## src/rtl/ctlreg_pkg.sv

```systemverilog
`timescale 1ns/1ps
package ctlreg_pkg;
  localparam int DW      = 8;
  localparam int AW      = 3;
  localparam int NREG    = 1 << AW;
  localparam int RO_IDX  = NREG - 1;
  localparam int NW      = NREG - 1;
  localparam int CFG_IDX = 2;
  localparam logic [DW-1:0] CFG_RST = 8'h33;

  typedef enum logic [2:0] {
    ST_IDLE, ST_ADDR, ST_PTR, ST_WDAT, ST_RDAT
  } eng_state_t;

  function automatic logic [NW*DW-1:0] rst_image();
    logic [NW*DW-1:0] v;
    v = '0;
    for (int k = 0; k < NW; k++)
      v[k*DW +: DW] = (k == CFG_IDX) ? CFG_RST : '0;
    return v;
  endfunction
endpackage

```

## src/rtl/i2c_line_filter.sv

```systemverilog
`timescale 1ns/1ps
module i2c_line_filter #(
  parameter int FILT_LEN = 3
) (
  input  logic clk,
  input  logic rst_n,
  input  logic line_i,
  output logic line_o
);
  localparam int CW = $clog2(FILT_LEN + 1);

  logic s1, s2;
  logic [CW-1:0] cnt;

  always_ff @(posedge clk or negedge rst_n) begin
    if (!rst_n) begin
      s1     <= 1'b1;
      s2     <= 1'b1;
      line_o <= 1'b1;
      cnt    <= '0;
    end else begin
      s1 <= line_i;
      s2 <= s1;
      if (s2 == line_o) begin
        cnt <= '0;
      end else if (cnt == CW'(FILT_LEN - 1)) begin
        line_o <= s2;
        cnt    <= '0;
      end else begin
        cnt <= cnt + 1'b1;
      end
    end
  end
endmodule

```

## src/rtl/i2c_byte_engine.sv

```systemverilog
`timescale 1ns/1ps
module i2c_byte_engine
  import ctlreg_pkg::*;
#(
  parameter logic [6:0] SLV_ADDR = 7'b0011010
) (
  input  logic          clk,
  input  logic          rst_n,
  input  logic          scl_f,
  input  logic          sda_f,
  input  logic [DW-1:0] rd_data,
  output logic          sda_oe,
  output logic          wr_en,
  output logic [AW-1:0] wr_ptr,
  output logic [DW-1:0] wr_data,
  output logic [AW-1:0] ptr,
  output eng_state_t    state,
  output logic          start_det
);
  localparam int CW = $clog2(DW + 1);

  logic scl_q, sda_q;
  logic scl_rise, scl_fall, stop_det;
  logic [CW-1:0] bit_cnt;
  logic [DW-1:0] shreg;
  logic in_ack, rb_flag;
  eng_state_t after_st;

  assign scl_rise  = scl_f & ~scl_q;
  assign scl_fall  = ~scl_f & scl_q;
  assign start_det = scl_f & scl_q & sda_q & ~sda_f;
  assign stop_det  = scl_f & scl_q & ~sda_q & sda_f;
  assign wr_ptr    = ptr;

  always_ff @(posedge clk or negedge rst_n) begin
    if (!rst_n) begin
      scl_q    <= 1'b1;
      sda_q    <= 1'b1;
      state    <= ST_IDLE;
      after_st <= ST_IDLE;
      bit_cnt  <= '0;
      shreg    <= '0;
      in_ack   <= 1'b0;
      rb_flag  <= 1'b0;
      ptr      <= '0;
      sda_oe   <= 1'b0;
      wr_en    <= 1'b0;
      wr_data  <= '0;
    end else begin
      scl_q <= scl_f;
      sda_q <= sda_f;
      wr_en <= 1'b0;
      if (start_det) begin
        state   <= ST_ADDR;
        bit_cnt <= '0;
        in_ack  <= 1'b0;
        sda_oe  <= 1'b0;
      end else if (stop_det) begin
        state   <= ST_IDLE;
        bit_cnt <= '0;
        in_ack  <= 1'b0;
        sda_oe  <= 1'b0;
      end else begin
        case (state)
          ST_ADDR, ST_PTR, ST_WDAT: begin
            if (scl_rise && !in_ack && bit_cnt != CW'(DW)) begin
              shreg   <= {shreg[DW-2:0], sda_f};
              bit_cnt <= bit_cnt + 1'b1;
            end
            if (scl_fall) begin
              if (in_ack) begin
                // acknowledge bit over: move on
                in_ack  <= 1'b0;
                bit_cnt <= '0;
                state   <= after_st;
                if (after_st == ST_RDAT) begin
                  shreg  <= rd_data;
                  sda_oe <= ~rd_data[DW-1];
                end else begin
                  sda_oe <= 1'b0;
                end
              end else if (bit_cnt == CW'(DW)) begin
                unique case (state)
                  ST_ADDR: begin
                    if (shreg[DW-1:1] == SLV_ADDR) begin
                      sda_oe   <= 1'b1;
                      in_ack   <= 1'b1;
                      after_st <= shreg[0] ? ST_RDAT : ST_PTR;
                    end else begin
                      state <= ST_IDLE;
                    end
                  end
                  ST_PTR: begin
                    sda_oe   <= 1'b1;
                    in_ack   <= 1'b1;
                    ptr      <= shreg[AW-1:0];
                    rb_flag  <= shreg[AW];
                    after_st <= ST_WDAT;
                  end
                  default: begin
                    sda_oe   <= 1'b1;
                    in_ack   <= 1'b1;
                    wr_en    <= 1'b1;
                    wr_data  <= shreg;
                    after_st <= rb_flag ? ST_RDAT : ST_IDLE;
                  end
                endcase
              end
            end
          end
          ST_RDAT: begin
            if (scl_rise) begin
              if (in_ack) begin
                in_ack <= 1'b0;
                state  <= ST_IDLE;
              end else begin
                bit_cnt <= bit_cnt + 1'b1;
              end
            end
            if (scl_fall && !in_ack) begin
              if (bit_cnt == CW'(DW)) begin
                sda_oe <= 1'b0;
                in_ack <= 1'b1;
              end else begin
                shreg  <= {shreg[DW-2:0], 1'b0};
                sda_oe <= ~shreg[DW-2];
              end
            end
          end
          default: ;
        endcase
      end
    end
  end
endmodule

```

## src/rtl/ctl_regfile.sv

```systemverilog
`timescale 1ns/1ps
module ctl_regfile
  import ctlreg_pkg::*;
(
  input  logic             clk,
  input  logic             rst_n,
  input  logic             wr_en,
  input  logic [AW-1:0]    wr_ptr,
  input  logic [DW-1:0]    wr_data,
  input  logic [AW-1:0]    rd_ptr,
  input  logic [DW-1:0]    status_i,
  output logic [DW-1:0]    rd_data,
  output logic [NW*DW-1:0] ctl_o
);
  logic [NW*DW-1:0] q;

  always_ff @(posedge clk or negedge rst_n) begin
    if (!rst_n)
      q <= rst_image();
    else if (wr_en && wr_ptr != AW'(RO_IDX))
      q[wr_ptr*DW +: DW] <= wr_data;
  end

  always_comb begin
    if (rd_ptr == AW'(RO_IDX)) rd_data = status_i;
    else                       rd_data = q[rd_ptr*DW +: DW];
  end

  assign ctl_o = q;
endmodule

```

## src/rtl/ctlreg_i2c_slave.sv

```systemverilog
`timescale 1ns/1ps
module ctlreg_i2c_slave
  import ctlreg_pkg::*;
#(
  parameter logic [6:0] SLV_ADDR = 7'b0011010,
  parameter int         FILT_LEN = 3
) (
  input  logic             clk,
  input  logic             rst_n,
  input  logic             scl_i,
  input  logic             sda_i,
  output logic             sda_oe,
  input  logic [DW-1:0]    status_i,
  output logic [NW*DW-1:0] ctl_o
);
  localparam int NLINE = 2;

  logic [NLINE-1:0] raw, filt;
  logic scl_filt, sda_filt;
  logic wr_en, start_det;
  logic [AW-1:0] wr_ptr, rd_ptr;
  logic [DW-1:0] wr_data, rd_data;
  eng_state_t eng_state;

  assign raw = {sda_i, scl_i};

  generate
    for (genvar g = 0; g < NLINE; g++) begin : g_line
      i2c_line_filter #(.FILT_LEN(FILT_LEN)) u_filt (
        .clk(clk), .rst_n(rst_n), .line_i(raw[g]), .line_o(filt[g])
      );
    end
  endgenerate

  assign scl_filt = filt[0];
  assign sda_filt = filt[1];

  i2c_byte_engine #(.SLV_ADDR(SLV_ADDR)) u_eng (
    .clk(clk), .rst_n(rst_n), .scl_f(scl_filt), .sda_f(sda_filt),
    .rd_data(rd_data), .sda_oe(sda_oe), .wr_en(wr_en), .wr_ptr(wr_ptr),
    .wr_data(wr_data), .ptr(rd_ptr), .state(eng_state), .start_det(start_det)
  );

  ctl_regfile u_regs (
    .clk(clk), .rst_n(rst_n), .wr_en(wr_en), .wr_ptr(wr_ptr),
    .wr_data(wr_data), .rd_ptr(rd_ptr), .status_i(status_i),
    .rd_data(rd_data), .ctl_o(ctl_o)
  );
endmodule

```

## config.mk

```make
export PLATFORM = sky130hd
export DESIGN_NAME = ctlreg_i2c_slave
export DESIGN_NICKNAME = d
export VERILOG_FILES = /design/src/rtl/ctlreg_pkg.sv /design/src/rtl/i2c_line_filter.sv /design/src/rtl/i2c_byte_engine.sv /design/src/rtl/ctl_regfile.sv /design/src/rtl/ctlreg_i2c_slave.sv
export SDC_FILE = /design/constraint.sdc
export NUM_CORES = 1
export LEC_CHECK = 0
export ABC_AREA = 1
export ABC_CLOCK_PERIOD_IN_PS = 2100
export CORE_MARGIN = 2
export CORE_UTILIZATION = 45
export CTS_CLUSTER_SIZE = 16
export DETAILED_ROUTE_END_ITERATION = 10
export PLACE_DENSITY = 0.69
export SLEW_MARGIN = 20
export SYNTH_ARGS = -nofsm -noshare
export SYNTH_HDL_FRONTEND = slang
export SYNTH_HIERARCHICAL = 1
export SYNTH_SLANG_ARGS = --single-unit
export TNS_END_PERCENT = 100
```

## constraint.sdc

```tcl
create_clock -name clk -period 2.1 [get_ports clk]
set_input_delay 0.21 -clock clk [delete_from_list [all_inputs] [get_ports clk]]
set_output_delay 0.21 -clock clk [all_outputs]
set_load 0.02 [all_outputs]
```

After elaboration in Yosys (flattened, before gate mapping)
Cells that the tools add are included.
Storage, ports and cells
  flip-flop bits (word level): 101
  bits of input ports: 12
  output and inout bits: 57
Cells by class
  add/sub/neg operators: 4
  equal/unequal tests: 26
  shift operators: 3
  multiplexer cells: 64
  bitwise logic cells: 19
  reduce and logical (&&, ||, !) cells: 19
Operators by type and width (number)
  $bwmux 56: 1
  $mux 8: 7
  $shift 8x34->56 const A: 1
  $shiftx 56x7->8: 1
  $shiftx 8x34->56: 1
  $mux 3: 12
  $neg 6->34: 1
  $mux 4: 7
  $reduce_and 7->1: 4
  $mux 1: 27
  $ne 4x2->1 const B: 4
  $pmux 8 s2: 1
  $not 1->1: 12
  $pmux 3 s2: 2
  $ne 5x2->1 const B: 2
  $reduce_and 5->1: 2
  $eq 3x3->1 const B: 3
  $mux 2: 4
  $pmux 4 s2: 1
  $and 1x1->1: 7
  $eq 7x5->1 const B: 1
  $eq 3x2->1 const B: 2
  $ne 6x3->1 const B: 1
  $reduce_and 2->1: 3
  20 further kinds: 28

Logic depth before layout (Yosys ltp)
Gate-level depths: netlist of the first run.
  depth after elaboration: 10
  gate-level depth with buffers: 13
  mapped depth without buffers: 12

By module
Netlist of the first run, hierarchy kept.
Modules (own cells, without submodules)
  ctl_regfile: instances 1, cells an instance 492, area each 3372.0 sq um, sequential area each 1406.3 sq um
  i2c_byte_engine: instances 1, cells an instance 307, area each 2175.8 sq um, sequential area each 878.3 sq um
  i2c_line_filter: instances 2, cells an instance 21, area each 190.2 sq um, sequential area each 128.9 sq um

Worst setup path after synthesis of the first run
Ideal clock, no wire load.
  path type: reg2reg
  start point: reg u_eng.ptr[0]
  end point: reg u_regs.q[1], in the netlist u_regs/ctl_o[1]
  library setup time: 0.118 ns
  data arrival time: 1.970 ns
  setup slack: 0.012 ns
  cell stages (with the launch flop): 12
  period minus slack after synthesis: 2.088 ns
  cell sequence: dfrtp_1 -> buf_4 -> buf_6 -> inv_2 -> ha_1 -> ha_1 -> buf_4 -> nor3_2 -> nand2_1 -> buf_4 -> nand2_1 -> o21ai_2
Between the ends
  word-level cells in the longest chain between the ends: 3
  elaborated cells between the ends (all ways): 6
  those cells by class: add/sub (1); eq/ne (1); shift (2); mux (1); reduce/logical (1)
RTL lines
  from (decl): line i2c_byte_engine.sv:16  | output logic [AW-1:0] ptr,
  from (signal assigned): line i2c_byte_engine.sv:96  | ptr <= shreg[AW-1:0];
  $neg 6->34: line ctl_regfile.sv:21  | q[wr_ptr*DW +: DW] <= wr_data;
  $shiftx 8x34->56 / $shift 8x34->56 (equally long branches): line ctl_regfile.sv:21
  $bwmux 56: line ctl_regfile.sv:21
  to (signal assigned): line ctl_regfile.sv:19  | q <= rst_image();
  to (signal, indexed assignment): line ctl_regfile.sv:21
  to (decl): line ctl_regfile.sv:15  | logic [NW*DW-1:0] q;
Several ways; a longest one is shown, not always the timed one.
A chain may end at the register's enable or synchronous reset.

Worst setup path in the final report of the first run
  start point: reg u_eng.ptr[0]
  end point: reg u_regs.q[49], in the netlist u_regs/ctl_o[49]
Same word-level chain as after synthesis.

==> results.cfg, run 1 <==
[final_layout]
fin_area_um2 = 7140
syn2layout_area_growth_pct = 20.6
most-common-layout-cells = nand2_1, nand3_1, dfrtp_1
final_common_cell = nand2_1
num_antenna_cells = 0
regArea_um2 = 2540
drive_gt1_share_pct = 11.3
fin_cells = 1090
multi_input_area_um2 = 2860
fill_cells = 1267
nNetsFinal = 933

[worst_setup_path]
slowest_delay_ns = 0.40
r2r_cells = 7
r2r_end = u_regs/ctl_o[49]
path_class = reg -> reg
rr_startpoint = u_eng/ptr[0]
endpoint_kind = register
crit_chain = inv_2, ha_1, ha_1, inv_1, nand3_1, nand2_1, nand2_1
crit_required_ns = 2.34
crit_arrival_ns = 2.23
cp_slowest_cell = dfrtp_1
crit_fanout = 8
crit_path_start_kind = register
ff2ff_setup_slack_ns = 0.12

[timing]
fin_tns_setup_ns = 0
timing.final.crit_share_pct = 94.5
finalClockSkew_ns = 0.00807
fin_hold_ws_ns = 0.261
final_max_slew_viol_count = 0
hold_violations = 0
slew_headroom_pct = 66.2
setup_viol = 0
worst_pin_slew_ns = 0.507
fin_crit_ns = 1.98
setup_slack_ns = 0.115
max_freq_mhz = 504

[floorplanning]
num_rows = 41
dieArea_um2 = 14100
initial_core_util_pct = 46.6
fp.dieW_um = 119
io-pin-count = 69
coreArea_um2 = 12700
die_y_um = 119

[yosys]
syn_inst = 840
syn_area_um2 = 5920
syn_avg_cell_area_um2 = 7.05
yosysWarnings = 6
syn-num-nets = 860

[place]
portBuffers = 68
hpwlAfterDp_um = 12000
dp.cells = 1070
post-place-ws_ns = 0.156
gp_congestion = 0.951
placed_area_um2 = 6810

[route]
dr.pass1.iters = 5
drt_wl_total_um = 16000
vias = 5536
ant_nets = 0
via_per_inst = 5.08
drc_errors = 0
drt_iter0_drc = 496
avgRoutedWirePerCell_um = 14.7

[power_and_ir_drop]
switching_share_pct = 34.3
seqPwrFrac_pct = 43.9
p_int_mw = 3.57
p_leak_nw = 3.59
combPwrFrac_pct = 25.8
p_per_area_nw_per_um2 = 760
clock_power_share_pct = 30.3
p_sw_mw = 1.86
irDropWorstVdd_uv = 566

[worst_hold_path]
hp-start = scl_i
hp-class = in -> reg
min_path_cells = 1
hold-path-endpoint = g_line[0].u_filt/s1

[grt]
grt_pass1_vias = 5292
grt_pass1_wl_um = 26400
antenna_found_initial = 0
grt_usage_pct = 23.7
grt_max_degree = 45
overflow = 0

[outcome]
status = completed

[clock_tree]
cts_num_sinks = 101
cts_made_buffers = 9
clk_latency_ns = 0.35
htree_levels = 3
cts_root_buffer = clkbuf_16
clockBufferDepth = 2
clk_pin_slew_worst_paths_ns = 0.07
cts_tree = done

[run]
maxCapViolations = 0
## state kept, by name, indices dropped and copies added (netlist names)
| signal | count |
|---|---|
| u_regs/ctl_o | 56 |
| u_eng/shreg | 8 |
| u_eng/wr_data | 8 |
| g_line.u_filt/cnt | 4 |
| u_eng/bit_cnt | 4 |
| u_eng/after_st | 3 |
| u_eng/ptr | 3 |
| u_eng/state | 3 |
| g_line.u_filt/line_o | 2 |
| g_line.u_filt/s1 | 2 |
| g_line.u_filt/s2 | 2 |
| u_eng/in_ack | 1 |
| u_eng/rb_flag | 1 |
| u_eng/scl_q | 1 |
| u_eng/sda_oe | 1 |
| u_eng/sda_q | 1 |
| u_eng/wr_en | 1 |
## cell type report
cell class	instances	share of cell area, %
Multi-Input combinational cell	618	40.0
Sequential cell	101	35.6
Timing Repair Buffer	91	12.5
Inverter	92	4.87
Clock buffer	12	3.31
Tap cell	172	3.01
Clock inverter	4	0.701
## per-layer routing
metal | vias up | part of all wire [%] | GRT usage [%] | routed length [µm]
met5 | - | 0 | 0 | 0
met4 | 0 | 3.1 | 10.3 | 490
met3 | 28 | 4.5 | 4.01 | 717
met2 | 176 | 50 | 40.6 | 8010
met1 | 2538 | 42 | 29.2 | 6790
li1 | 2794 | - | - | -
## power groups by stage
| stage | clock (mW) | sequential (mW) | combinational (mW) |
|---|---|---|---|
| floorplan | 0 | 2.36 | 1.07 |
| global placement | 0 | 2.41 | 1.39 |
| detailed placement | 0 | 2.42 | 1.40 |
| CTS | 1.68 | 2.38 | 1.41 |
| global route | 1.75 | 2.41 | 1.65 |
| finish | 1.64 | 2.38 | 1.40 |
## stage by stage
stage	power, mW	utilization, %
final	5.43	56.2
after global routing	5.80	56.2
after CTS	5.48	55.9
after detailed placement	3.82	53.6
after global placement	3.80	53.6
after floorplan	3.42	-
## repair_timing
action	CTS	global route
endpoints found under the hold margin	31	0
setup endpoints to repair	0	12
buffers inserted	0	3
resized for setup	0	4
hold buffers	1	0
## critical path, delay by kind of cell (launching register included)
family                     cells  cell delay, ns
adders and majority gates      2            0.58
buffers and inverters          2            0.31
DFF                            1            0.40
and+or+nand+nor                3            0.59
## how the worst max path moves through the flow
stage,cells past startpoint,endpoint,from
after floorplan,11,u_regs/ctl_o[1],u_eng/ptr[0]
after global placement,8,u_regs/ctl_o[33],u_eng/ptr[0]
after detailed placement,8,u_regs/ctl_o[35],u_eng/ptr[0]
after CTS,8,u_regs/ctl_o[35],u_eng/ptr[0]
after global routing,8,u_regs/ctl_o[40],u_eng/ptr[0]
final,7,u_regs/ctl_o[49],u_eng/ptr[0]
Power figures use the tool's default switching activity.
==> run 2: changes to the inputs <==
Settings changed: GPL_TIMING_DRIVEN set to 0.
==> run 2 against run 1 <==
Net effect: sequential cell count stayed put; register-to-register slack worse by 0.03 ns; maximum frequency is 1.4% lower; clock power hardly changed; worst setup slack worse by 0.028 ns; hold slack worse by 0.013 ns; wire length is 1.2% higher; utilization is 1.2 points higher; clock skew is 0.0018 ns lower; sequential power hardly changed.
==> results.cfg, run 2 (same netlist as run 1, synthesis figures left out) <==
[final_layout]
most-common-layout-cells = nand2_1, nand3_1, dfrtp_1
fin_area_um2 = 7300
fill_cells = 1264
drive_gt1_share_pct = 13.6
largest_register_ffs = 56
final_common_cell = nand2_1
syn2layout_area_growth_pct = 23.1
fin_cells = 1103
regArea_um2 = 2540
multi_input_area_um2 = 2900
final_util_pct = 57.3
num_antenna_cells = 0
nNetsFinal = 946

[timing]
finalClockSkew_ns = 0.00628
max_freq_mhz = 497
slew_headroom_pct = 66.5
hold_violations = 0
rsz0062_at_grt = yes
setup_viol = 0
final_max_slew_viol_count = 0
timing.final.crit_share_pct = 95.9
worst_pin_slew_ns = 0.501
fin_crit_ns = 2.01

[clock_tree]
clockBufferDepth = 2
cts_made_buffers = 9
clk_pin_slew_worst_paths_ns = 0.07
htree_levels = 3
cts_tree = done
cts_num_sinks = 101
clk_latency_ns = 0.36
cts_root_buffer = clkbuf_16

[place]
placed_area_um2 = 6850
portBuffers = 68
gp_congestion = 0.943
hpwlAfterDp_um = 12300
dp.cells = 1081

[floorplanning]
initial_core_util_pct = 46.6
fp.dieW_um = 119
coreArea_um2 = 12700
die_y_um = 119
io-pin-count = 69
dieArea_um2 = 14100
num_rows = 41

[route]
vias = 5561
drc_errors = 0
drt_iter0_drc = 475
ant_nets = 0
avgRoutedWirePerCell_um = 14.7
dr.pass1.iters = 5
drt_wl_total_um = 16200
via_per_inst = 5.04

[power_and_ir_drop]
p_sw_mw = 1.93
p_int_mw = 3.46
clock_power_share_pct = 30.4
irDropWorstVdd_uv = 498
switching_share_pct = 35.8
p_leak_nw = 3.66
p_total_mw = 5.39
combPwrFrac_pct = 25.5
seqPwrFrac_pct = 44.1
p_per_area_nw_per_um2 = 739

[grt]
grt_pass1_vias = 5194
grt_pass1_wl_um = 26500
grt_max_degree = 53
overflow = 0
antenna_found_initial = 0
grt_usage_pct = 23.9

[worst_setup_path]
crit_arrival_ns = 2.26
crit_path_start_kind = register
path_class = reg -> reg
crit_required_ns = 2.35
endpoint_kind = register
crit_fanout = 10

[run]
maxCapViolations = 0

[outcome]
status = completed

[worst_hold_path]
hp-class = in -> reg
[run 2: area by class of cell]
class,count,share of cell area (%)
clock buffer,9,3.09
sequential,101,34.8
buffer,28,2.90
timing repair buffer,76,10.6
inverter,92,4.90
multi-input combinational,618,39.8
clock inverter,7,0.857
tap,172,2.95
[run 2: final timing paths]
check | startpoint | cells after the start | end | slack (ns)
worst max-delay path | u_eng/ptr[0] | 11 | u_regs/ctl_o[2] | 0.09
worst min-delay path | scl_i | 1 | g_line[0].u_filt/s1 | 0.25
worst max register to register | u_eng/ptr[0] | 11 | u_regs/ctl_o[2] | 0.09
worst min register to register | g_line[1].u_filt/s1 | 0 | g_line[1].u_filt/s2 | 0.36
max in group asynchronous | rst_n | 3 | u_regs/ctl_o[20] | 1.07
min in group asynchronous | rst_n | 2 | u_regs/ctl_o[10] | 0.37
[run 2: per-stage QoR]
stage,hold slack [ns],worst slack (ns),setup TNS (ns)
3_5_place_dp,0.192,-0.220,-5.14
5_1_grt,0.243,-0.0154,-0.0499
6_report,0.248,0.0869,0
3_3_place_gp,0.346,-3.07,-298.07
2_1_floorplan,-0.0856,0.0123,0
4_1_cts,0.236,-0.00376,-0.00487
[run 2: critical path: stages, from the launching register on]
cell and delay (ns):
dfrtp_1 0.39, buf_4 0.16, buf_8 0.13, inv_4 0.09, ha_2 0.23, ha_4 0.21, buf_8 0.14, nor3_4 0.12
nand2_1 0.09, buf_4 0.20, nand2_1 0.08, o21ai_2 0.05
[run 2: per-layer routing]
metal | vias to the layer above | GRT usage [%] | share of wire (%)
met5 | - | 0 | 0
li1 | 2824 | - | -
met3 | 27 | 3.43 | 4.6
met4 | 0 | 11.3 | 3.3
met1 | 2557 | 30.9 | 44
met2 | 153 | 39.6 | 48
[run 2: power groups by stage]
| stage | sequential (mW) | combinational, mW | clock [mW] |
|---|---|---|---|
| 2_1_floorplan | 2.36 | 1.07 | 0 |
| 3_3_place_gp | 2.41 | 1.37 | 0 |
| 3_5_place_dp | 2.42 | 1.38 | 0 |
| 4_1_cts | 2.38 | 1.39 | 1.68 |
| 5_1_grt | 2.41 | 1.61 | 1.79 |
| 6_report | 2.38 | 1.38 | 1.64 |
[run 2: timing repair]
item,in CTS,in global routing
gates resized for setup,12,31
hold endpoints to repair,43,0
hold buffers,1,0
cloned,0,0
setup buffers,4,2
setup endpoints to repair,48,64
pin swaps,2,4
